==> src/rtl/dacctl_pkg.sv <==
package dacctl_pkg;

    localparam int NCH  = 2;
    localparam int OP_W = 3;
    localparam int EX_W = 3;

    typedef enum logic [OP_W-1:0] {
        OP_EXT      = 3'b000,
        OP_LDA_UPD  = 3'b001,
        OP_LDA      = 3'b010,
        OP_LD_BOTH  = 3'b011,
        OP_UPD_BOTH = 3'b100,
        OP_LDB      = 3'b101,
        OP_LDB_UPD  = 3'b110,
        OP_SD_BOTH  = 3'b111
    } opcode_e;

    typedef enum logic [EX_W-1:0] {
        EX_UPD_A   = 3'b001,
        EX_FULL_PD = 3'b011,
        EX_UPD_B   = 3'b101,
        EX_SD_A    = 3'b110,
        EX_SD_B    = 3'b111
    } extcmd_e;

    // index 0 is channel A, index 1 is channel B
    typedef struct packed {
        logic [NCH-1:0] ld_in;
        logic [NCH-1:0] upd;
        logic [NCH-1:0] sd;
        logic [NCH-1:0] sel_we;
        logic [NCH-1:0] sel_val;
        logic           bias_off;
    } cmd_t;

endpackage

==> src/rtl/dacctl_shift.sv <==
module dacctl_shift #(
    parameter int FRAME_W = 16
) (
    input  logic               clk,
    input  logic               rst_n,
    input  logic               ser_cs_n,
    input  logic               ser_clk,
    input  logic               ser_din,
    output logic               frame_stb,
    output logic [FRAME_W-1:0] frame
);
    localparam int CNT_W = $clog2(FRAME_W + 2);
    localparam logic [CNT_W-1:0] CNT_EXACT = CNT_W'(FRAME_W);
    localparam logic [CNT_W-1:0] CNT_SAT   = CNT_W'(FRAME_W + 1);

    typedef struct packed {
        logic               sclk;
        logic               cs;
        logic [CNT_W-1:0]   cnt;
        logic [FRAME_W-1:0] sr;
        logic               stb;
        logic [FRAME_W-1:0] frame;
    } sh_t;

    sh_t sh_d, sh_q;

    always_comb begin
        sh_d      = sh_q;
        sh_d.sclk = ser_clk;
        sh_d.cs   = ser_cs_n;
        sh_d.stb  = 1'b0;
        if (!ser_cs_n && ser_clk && !sh_q.sclk) begin
            sh_d.sr = {sh_q.sr[FRAME_W-2:0], ser_din};
            if (sh_q.cnt != CNT_SAT) sh_d.cnt = sh_q.cnt + 1'b1;
        end
        if (ser_cs_n && !sh_q.cs) begin
            sh_d.cnt = '0;
            if (sh_q.cnt == CNT_EXACT) begin
                sh_d.stb   = 1'b1;
                sh_d.frame = sh_q.sr;
            end
        end
    end

    always_ff @(posedge clk) begin
        if (!rst_n) begin
            sh_q.sclk  <= 1'b0;
            sh_q.cs    <= 1'b1;
            sh_q.cnt   <= '0;
            sh_q.sr    <= '0;
            sh_q.stb   <= 1'b0;
            sh_q.frame <= '0;
        end else begin
            sh_q <= sh_d;
        end
    end

    assign frame_stb = sh_q.stb;
    assign frame     = sh_q.frame;

    assert_stb_single_R1: assert property (@(posedge clk) disable iff (!rst_n)
        sh_q.stb |=> !sh_q.stb);

    assert_cnt_bound_R2: assert property (@(posedge clk) disable iff (!rst_n)
        sh_q.cnt <= CNT_SAT);

    assert_cs_high_no_count_R1: assert property (@(posedge clk) disable iff (!rst_n)
        (sh_q.cs && ser_cs_n) |=> (sh_q.cnt == '0));

endmodule

==> src/rtl/dacctl_decode.sv <==
module dacctl_decode
    import dacctl_pkg::*;
#(
    parameter int DATA_W = 10,
    parameter int SUB_W  = 3
) (
    input  logic [OP_W+DATA_W+SUB_W-1:0] frame,
    output cmd_t                         cmd,
    output logic [DATA_W-1:0]            data,
    output logic                         ok
);
    localparam int FRAME_W = OP_W + DATA_W + SUB_W;

    opcode_e           op;
    logic [EX_W-1:0]   ext;
    logic [SUB_W-1:0]  tail;
    logic              d_hi0, d_hi1, d_ext0, d_ext1;

    always_comb begin
        op     = opcode_e'(frame[FRAME_W-1 -: OP_W]);
        data   = frame[SUB_W +: DATA_W];
        tail   = frame[SUB_W-1:0];
        ext    = data[DATA_W-1 -: EX_W];
        d_hi0  = data[DATA_W-1];
        d_hi1  = data[DATA_W-2];
        d_ext0 = data[DATA_W-1-EX_W];
        d_ext1 = data[DATA_W-2-EX_W];
        ok     = (tail == '0);
        cmd    = '0;
        case (op)
            OP_LDA_UPD:  begin cmd.ld_in = 2'b01; cmd.upd = 2'b11; end
            OP_LDA:      begin cmd.ld_in = 2'b01; end
            OP_LD_BOTH:  begin cmd.ld_in = 2'b11; cmd.upd = 2'b11; end
            OP_UPD_BOTH: begin cmd.upd = 2'b11; end
            OP_LDB:      begin cmd.ld_in = 2'b10; end
            OP_LDB_UPD:  begin cmd.ld_in = 2'b10; cmd.upd = 2'b11; end
            OP_SD_BOTH: begin
                cmd.sd      = 2'b11;
                cmd.sel_we  = 2'b11;
                cmd.sel_val = {d_hi1, d_hi0};
            end
            default: begin
                case (ext)
                    EX_UPD_A: cmd.upd = 2'b01;
                    EX_UPD_B: cmd.upd = 2'b10;
                    EX_FULL_PD: begin
                        cmd.bias_off = 1'b1;
                        cmd.sd       = 2'b11;
                        cmd.sel_we   = 2'b11;
                        cmd.sel_val  = {d_ext1, d_ext0};
                    end
                    EX_SD_A: begin
                        cmd.sd      = 2'b01;
                        cmd.sel_we  = 2'b01;
                        cmd.sel_val = {1'b0, d_ext0};
                    end
                    EX_SD_B: begin
                        cmd.sd      = 2'b10;
                        cmd.sel_we  = 2'b10;
                        cmd.sel_val = {d_ext0, 1'b0};
                    end
                    default: cmd = '0;
                endcase
            end
        endcase
    end

    always_comb begin
        assert_upd_sd_exclusive_R10: assert ((cmd.upd & cmd.sd) == '0);
    end

endmodule

==> src/rtl/dacctl_regs.sv <==
module dacctl_regs
    import dacctl_pkg::*;
#(
    parameter int DATA_W = 10
) (
    input  logic                         clk,
    input  logic                         rst_n,
    input  logic                         cmd_stb,
    input  cmd_t                         cmd,
    input  logic [DATA_W-1:0]            data,
    input  logic                         load_n,
    output logic [NCH-1:0][DATA_W-1:0]   dac,
    output logic [NCH-1:0]               act,
    output logic [NCH-1:0]               sel,
    output logic                         bias
);
    typedef struct packed {
        logic [NCH-1:0][DATA_W-1:0] in;
        logic [NCH-1:0][DATA_W-1:0] dac;
        logic [NCH-1:0]             act;
        logic [NCH-1:0]             sel;
        logic                       bias;
    } rf_t;

    rf_t rf_d, rf_q;

    always_comb begin
        rf_d = rf_q;
        if (cmd_stb) begin
            for (int c = 0; c < NCH; c++) begin
                if (cmd.ld_in[c])  rf_d.in[c]  = data;
                if (cmd.sel_we[c]) rf_d.sel[c] = cmd.sel_val[c];
                if (cmd.sd[c])     rf_d.act[c] = 1'b0;
            end
            if (cmd.bias_off) rf_d.bias = 1'b0;
            for (int c = 0; c < NCH; c++) begin
                if (cmd.upd[c]) begin
                    rf_d.dac[c] = rf_d.in[c];
                    rf_d.act[c] = 1'b1;
                    rf_d.bias   = 1'b1;
                end
            end
        end
        if (!load_n) begin
            for (int c = 0; c < NCH; c++) rf_d.dac[c] = rf_d.in[c];
        end
    end

    always_ff @(posedge clk) begin
        if (!rst_n) begin
            rf_q.in   <= '0;
            rf_q.dac  <= '0;
            rf_q.act  <= '1;
            rf_q.sel  <= '1;
            rf_q.bias <= 1'b1;
        end else begin
            rf_q <= rf_d;
        end
    end

    assign dac  = rf_q.dac;
    assign act  = rf_q.act;
    assign sel  = rf_q.sel;
    assign bias = rf_q.bias;

    for (genvar g = 0; g < NCH; g++) begin : g_chk
        assert_update_wakes_R10: assert property (@(posedge clk) disable iff (!rst_n)
            (cmd_stb && cmd.upd[g]) |=> (rf_q.act[g] && rf_q.bias));
    end

    assert_strobe_no_wake_R11: assert property (@(posedge clk) disable iff (!rst_n)
        (!load_n && !cmd_stb) |=> $stable(rf_q.act));

    assert_strobe_copies_R11: assert property (@(posedge clk) disable iff (!rst_n)
        !load_n |=> (rf_q.dac == rf_q.in));

    assert_full_pd_R8: assert property (@(posedge clk) disable iff (!rst_n)
        (cmd_stb && cmd.bias_off) |=> (!rf_q.bias && rf_q.act == '0));

    assert_bias_off_idle_R8: assert property (@(posedge clk) disable iff (!rst_n)
        !rf_q.bias |-> (rf_q.act == '0));

endmodule

==> src/rtl/dacctl_top.sv <==
module dacctl_top
    import dacctl_pkg::*;
#(
    parameter int DATA_W = 10,
    parameter int SUB_W  = 3
) (
    input  logic              clk,
    input  logic              rst_n,
    input  logic              ser_cs_n,
    input  logic              ser_clk,
    input  logic              ser_din,
    input  logic              load_n,
    output logic [DATA_W-1:0] code_a,
    output logic [DATA_W-1:0] code_b,
    output logic              active_a,
    output logic              active_b,
    output logic              load_hi_a,
    output logic              load_hi_b,
    output logic              bias_on
);
    localparam int FRAME_W = OP_W + DATA_W + SUB_W;

    logic                       frame_stb;
    logic [FRAME_W-1:0]         frame;
    cmd_t                       cmd;
    logic [DATA_W-1:0]          data;
    logic                       ok;
    logic [NCH-1:0][DATA_W-1:0] dac;
    logic [NCH-1:0]             act;
    logic [NCH-1:0]             sel;

    dacctl_shift #(.FRAME_W(FRAME_W)) u_shift (
        .clk       (clk),
        .rst_n     (rst_n),
        .ser_cs_n  (ser_cs_n),
        .ser_clk   (ser_clk),
        .ser_din   (ser_din),
        .frame_stb (frame_stb),
        .frame     (frame)
    );

    dacctl_decode #(.DATA_W(DATA_W), .SUB_W(SUB_W)) u_decode (
        .frame (frame),
        .cmd   (cmd),
        .data  (data),
        .ok    (ok)
    );

    dacctl_regs #(.DATA_W(DATA_W)) u_regs (
        .clk     (clk),
        .rst_n   (rst_n),
        .cmd_stb (frame_stb && ok),
        .cmd     (cmd),
        .data    (data),
        .load_n  (load_n),
        .dac     (dac),
        .act     (act),
        .sel     (sel),
        .bias    (bias_on)
    );

    assign code_a    = dac[0];
    assign code_b    = dac[1];
    assign active_a  = act[0];
    assign active_b  = act[1];
    assign load_hi_a = sel[0];
    assign load_hi_b = sel[1];

endmodule

==> config.mk <==
export PLATFORM = sky130hd
export DESIGN_NAME = dacctl_top
export DESIGN_NICKNAME = d
export VERILOG_FILES = /design/src/rtl/dacctl_pkg.sv /design/src/rtl/dacctl_shift.sv /design/src/rtl/dacctl_decode.sv /design/src/rtl/dacctl_regs.sv /design/src/rtl/dacctl_top.sv
export SDC_FILE = /design/constraint.sdc
export NUM_CORES = 1
export LEC_CHECK = 0
export BUFFER_PORTS_ARGS = -buffer_cell sky130_fd_sc_hd__buf_2
export CORE_MARGIN = 2
export CORE_UTILIZATION = 54
export CTS_BUF_LIST = sky130_fd_sc_hd__clkbuf_16
export CTS_CLUSTER_DIAMETER = 150
export DETAILED_ROUTE_END_ITERATION = 10
export PLACE_DENSITY = 0.75
export REMOVE_ABC_BUFFERS = 1
export SLEW_MARGIN = 25
export SYNTH_ARGS = -nofsm -noshare
export SYNTH_HDL_FRONTEND = slang
export SYNTH_HIERARCHICAL = 1
export SYNTH_SLANG_ARGS = --single-unit
==> constraint.sdc <==
create_clock -name clk -period 1.8 [get_ports clk]
set_input_delay 0.18 -clock clk [delete_from_list [all_inputs] [get_ports clk]]
set_output_delay 0.18 -clock clk [all_outputs]
set_load 0.005 [all_outputs]
After elaboration in Yosys (flattened, before gate mapping)
Cells that the tools add are included.

Register bits: 85. Output and inout port bits: 25.

Add/subtract/negate cells: 1. Equal/unequal tests: 17. Muxes and demuxes: 23. Bitwise operators: 1. Reduce and logical (&&, ||, !) cells: 28.

Operators with widths (count): 2-to-1 mux 45 bit (1); 2-to-1 mux 10 bit (4); == test 3 bit (second input constant) (7); 2-to-1 mux 20 bit (1); AND reduction 2 bit (10); case mux 6 bit (3 select lines) (1); 2-to-1 mux 17 bit (1); case mux 6 bit (2 select lines) (1); 2-to-1 mux 1 bit (11); == test 3 x 2 -> 1 bit (second input constant) (3); case mux 2 bit (2 select lines) (2); OR reduction 7 bit (1); == test 3 x 1 -> 1 bit (second input constant) (2); inequality test 2 x 1 -> 1 bit (second input constant) (3); case mux 2 bit (3 select lines) (1); OR reduction 2 bit (3); OR reduction 6 bit (1); adder 5 x 1 -> 5 bit (second input constant) (1); == test 5 bit (second input constant) (1); inequality test 5 bit (second input constant) (1); logical AND 1 bit (4); nonzero test 2 bit (2); OR reduction 4 bit (1); zero test 1 bit (3); 4 further kinds (4).

Logic depth before layout (Yosys ltp)
Depth after elaboration: 8. Mapped depth: 8. Depth with buffers taken out: 6.

Modules after synthesis
Netlist, hierarchy kept.

By module, submodules not included: dacctl_regs (instances 1, cells an instance 235, area each 2274.7 µm², sequential area each 900.9 µm²); dacctl_shift (instances 1, cells an instance 198, area each 1716.6 µm², sequential area each 800.8 µm²); dacctl_decode (instances 1, cells an instance 40, area each 265.3 µm², sequential area each 0.0 µm²); dacctl_top (instances 1, cells an instance 1, area each 6.3 µm², sequential area each 0.0 µm²).

Worst setup path after synthesis
OpenSTA, ideal clock, no wires.

Kind: register to register. Start: reg, netlist name u_shift/frame[13]. End: reg, netlist name u_regs/dac[0]. Library setup time: 0.122 ns. Arrival: 1.634 ns. Required time: 1.678 ns. Slack: 0.044 ns. Cell stages (with the launch flop): 8. Path buffers: 2. Cells stage by stage: dfxtp_1 > buf_4 > ha_1 > a41o_1 > and2b_1 > buf_6 > nor3_2 > a221o_1.

==> summary.md <==
| Metric | Value |
|---|---|
| Setup crit start kind | `register` |
| Hold path cells | `2` |
| Post-synthesis cell area | `4260 um2` |
| Slew Limit Fails | `0` |
| Crit-path max cell delay | `0.40 ns` |
| First-pass GRT wire length | `13100 um` |
| # diodes | `0` |
| Vias | `2995` |
| Largest net degree at the start of global routing | `46` |
| Critical path arrival | `1.95 ns` |
| Initial antenna violation count | `0` |
| Part of the power in registers | `0.478` |
| Final core occ | `0.585` |
| CP cell instances | `ha_1, a41o_1, and2b_1, buf_12, nor3_2, a221o_1` |
| Logic pwr share | `0.031` |
| R2R setup slack | `0.07 ns` |
| Most frequent cells in the layout | `nand2_1, dfxtp_1, mux2i_1` |
| Setup Crit Path Kind | `reg -> reg` |
| Main area contributors after synthesis | `dfxtp_1, nand2_1, buf_4` |
| Worst-path clk slew | `0.06 ns` |
| CP Max Fanout | `10` |
| Yosys cell types | `41` |
| Worst r2r dst | `u_regs/dac[2]` |
| Reg-to-reg startpoint | `u_shift/frame[13]` |
| # IOs | `31` |
| H-tree depth | `3` |
| Sequential fraction of the synthesis area | `0.399` |
| Switching pwr | `820 uW` |
| GRT Util Overall | `0.188` |
| Layout cells sized above 1 | `0.210` |
| CTS tree | `done` |
| Number of fill cells in the layout | `702` |
| Syn avg cell area | `8.99 um2` |
| Lkg Pwr | `0.00154 uW` |
| WHS Endpoint | `u_shift/sh_q[39]` |
| Core Region | `7690 um2` |
| Min-delay src | `ser_clk` |
| Status | `completed` |
| Sw frac | `0.207` |
| Cell count after synthesis | `474` |
| Vias in the first global route | `2897` |
| Fmax | `0.577 GHz` |
| Via/cell ratio | `5.32` |
| Rows | `32` |
| Remaining DRCs | `0` |
| Port-buffer cells | `30` |
| PD cells | `880 nW/um2` |
| FF-to-FF path depth | `6` |
| Yosys top cell by area | `dfxtp_1` |
| Placed Cells | `547` |
| Gpl congestion | `0.796` |
| Most common cell after layout, fill and taps aside | `nand2_1` |
| Final setup vio count | `0` |
| Max_cap viols | `0` |
| Slew @ Worst Pin | `0.815 ns` |
| DP HPWL | `5260 um` |
| Initial detailed-routing violation count | `95` |
| CTS Buf Count | `9` |
| Synth-to-Final Area Change | `5.46%` |
| # clock sinks | `85` |
| Area fraction of the dominant cell type after synthesis | `0.399` |
| Routed wire per std cell | `13.7 um` |
| Total grt overflow | `0` |
| Final period util | `0.963` |
| Internal Power | `3140 uW` |
| Multi-input logic area | `1990 um2` |
| HP Class | `in -> reg` |
| Relative slew slack | `0.456` |
| Longest Clk Path Bufs | `2` |
| Die footprint | `8620 um2` |
| First-pass iteration count of the detailed router | `5` |
| Setup ws final | `0.0666 ns` |
| Tmin final | `1.73 ns` |
| CTS root buffer | `clkbuf_16` |
| Worst skew pair latency | `0.33 ns` |
| Fin cells | `563` |
| VDD IR max | `610 uV` |
| Critical Path RT | `2.02 ns` |
| Post-CTS Setup Bufs | `0` |
| DRT Wirelength | `7720 um` |
| Die Wd | `92.9 um` |
| ANT nets after route | `0` |
| Die Y | `92.9 um` |
| Final hold viol count | `0` |
| Flip-flop and latch area | `1700 um2` |
| CP Capture Type | `register` |
| Critical-path top delay cell | `dfxtp_1` |
| Number of synthesized register bits | `85` |
| Skew final | `0.00763 ns` |
| Initial Util | `0.555` |
| Final net count | `466` |
| Yosys warns | `6` |
| Clk pwr share | `0.491` |
| Total Power | `3960 uW` |
| Dpl ws | `0.0686 ns` |
-- final cells by class --
cell class                      instances  area share
Inverter                                7     0.00584
Timing Repair Buffer                   50      0.0732
Multi-Input combinational cell        303       0.444
Clock buffer                            9      0.0501
Clock inverter                          7      0.0200
Sequential cell                        85       0.379
Tap cell                              102      0.0284
-- per-stage QoR --
step                instance area, um2  hold WS (ns)  setup TNS (ns)
floorplan                         3710         0.252          -32.46
global placement                  4170         0.404               0
detailed placement                4170         0.412               0
CTS                               4480        0.0682               0
global route                      4500        0.0865        -0.00468
finish                            4500        0.0766               0
-- layer usage --
layer  global-route usage  part of all wire  wire (um)  up-vias
li1                     -                 -          -     1535
met1                0.229              0.47       3600     1411
met2                0.326              0.49       3770       45
met3               0.0545             0.038        296        4
met4               0.0441            0.0062         48        0
met5                    0                 0          0        -
-- kinds of logic after synthesis --
kind of cell,after synthesis,share of synthesized area
AO/OA/AOI/OAI,78,0.149
XOR/XNOR,2,0.00411
adder cells (fa/ha/maj),4,0.0117
buffers and inverters,86,0.136
flip-flops,85,0.399
multiplexers,36,0.0845
AND/OR/NAND/NOR,183,0.215
-- worst max-delay path, delay by kind of cell (launching register included) --
family          cells  cell delay [ns]
simple gates        2             0.29
buf+inv             1             0.15
fa+ha+maj           1             0.27
flops               1             0.40
compound gates      2             0.50
-- power by group through the flow --
stage	Combinational, uW	Sequential [uW]	Clock [uW]
2_1_floorplan	58.2	1930	0
3_3_place_gp	121	1930	0
3_5_place_dp	124	1930	0
4_1_cts	124	1890	1990
5_1_grt	136	1890	2070
6_report	123	1890	1940
-- registers in the layout, indices dropped and copies added, names as in the netlist --
name	cells
u_regs/rf_q	20
u_shift/sh_q	23
u_regs/sel	2
u_shift/frame	16
u_regs/bias	1
u_shift/frame_stb	1
u_regs/dac	20
u_regs/act	2
-- how the worst max path moves through the flow --
stage	start	cells after the start	end
3_3_place_gp	u_shift/frame[13]	7	u_regs/dac[13]
4_1_cts	u_shift/frame[15]	7	u_regs/rf_q[35]
3_5_place_dp	u_shift/frame[15]	6	u_regs/dac[5]
2_1_floorplan	u_shift/sh_q[33]	5	u_shift/frame[0]
5_1_grt	u_shift/frame[13]	7	u_regs/dac[15]
6_report	u_shift/frame[13]	6	u_regs/dac[2]
-- synthesized netlist by cell type (all sizes together) --
cell,instances
or3b,1
o31a,1
clkbuf,12
a21oi,8
nand2,124
nand4b,1
nand3,11
dfxtp,85
or3,2
o22ai,2
and2,6
xnor2,2
a31oi,1
or4,1
o2111ai,1
mux2i,36
a21o,1
nand2b,3
and3,1
nor4bb,1
and2b,2
nor3,21
ha,4
or4b,1
nor3b,2
a41o,2
a21boi,36
nor4,1
a221o,20
inv,7
o21ai,5
nor2,5
buf,67
o31ai,1
-- what timing repair did --
| action | in CTS | in global routing |
|---|---|---|
| endpoints found under the setup margin | 0 | 31 |
| hold buffers | 0 | 0 |
| gates resized for setup | 0 | 6 |
Power figures use the tool's default switching activity.
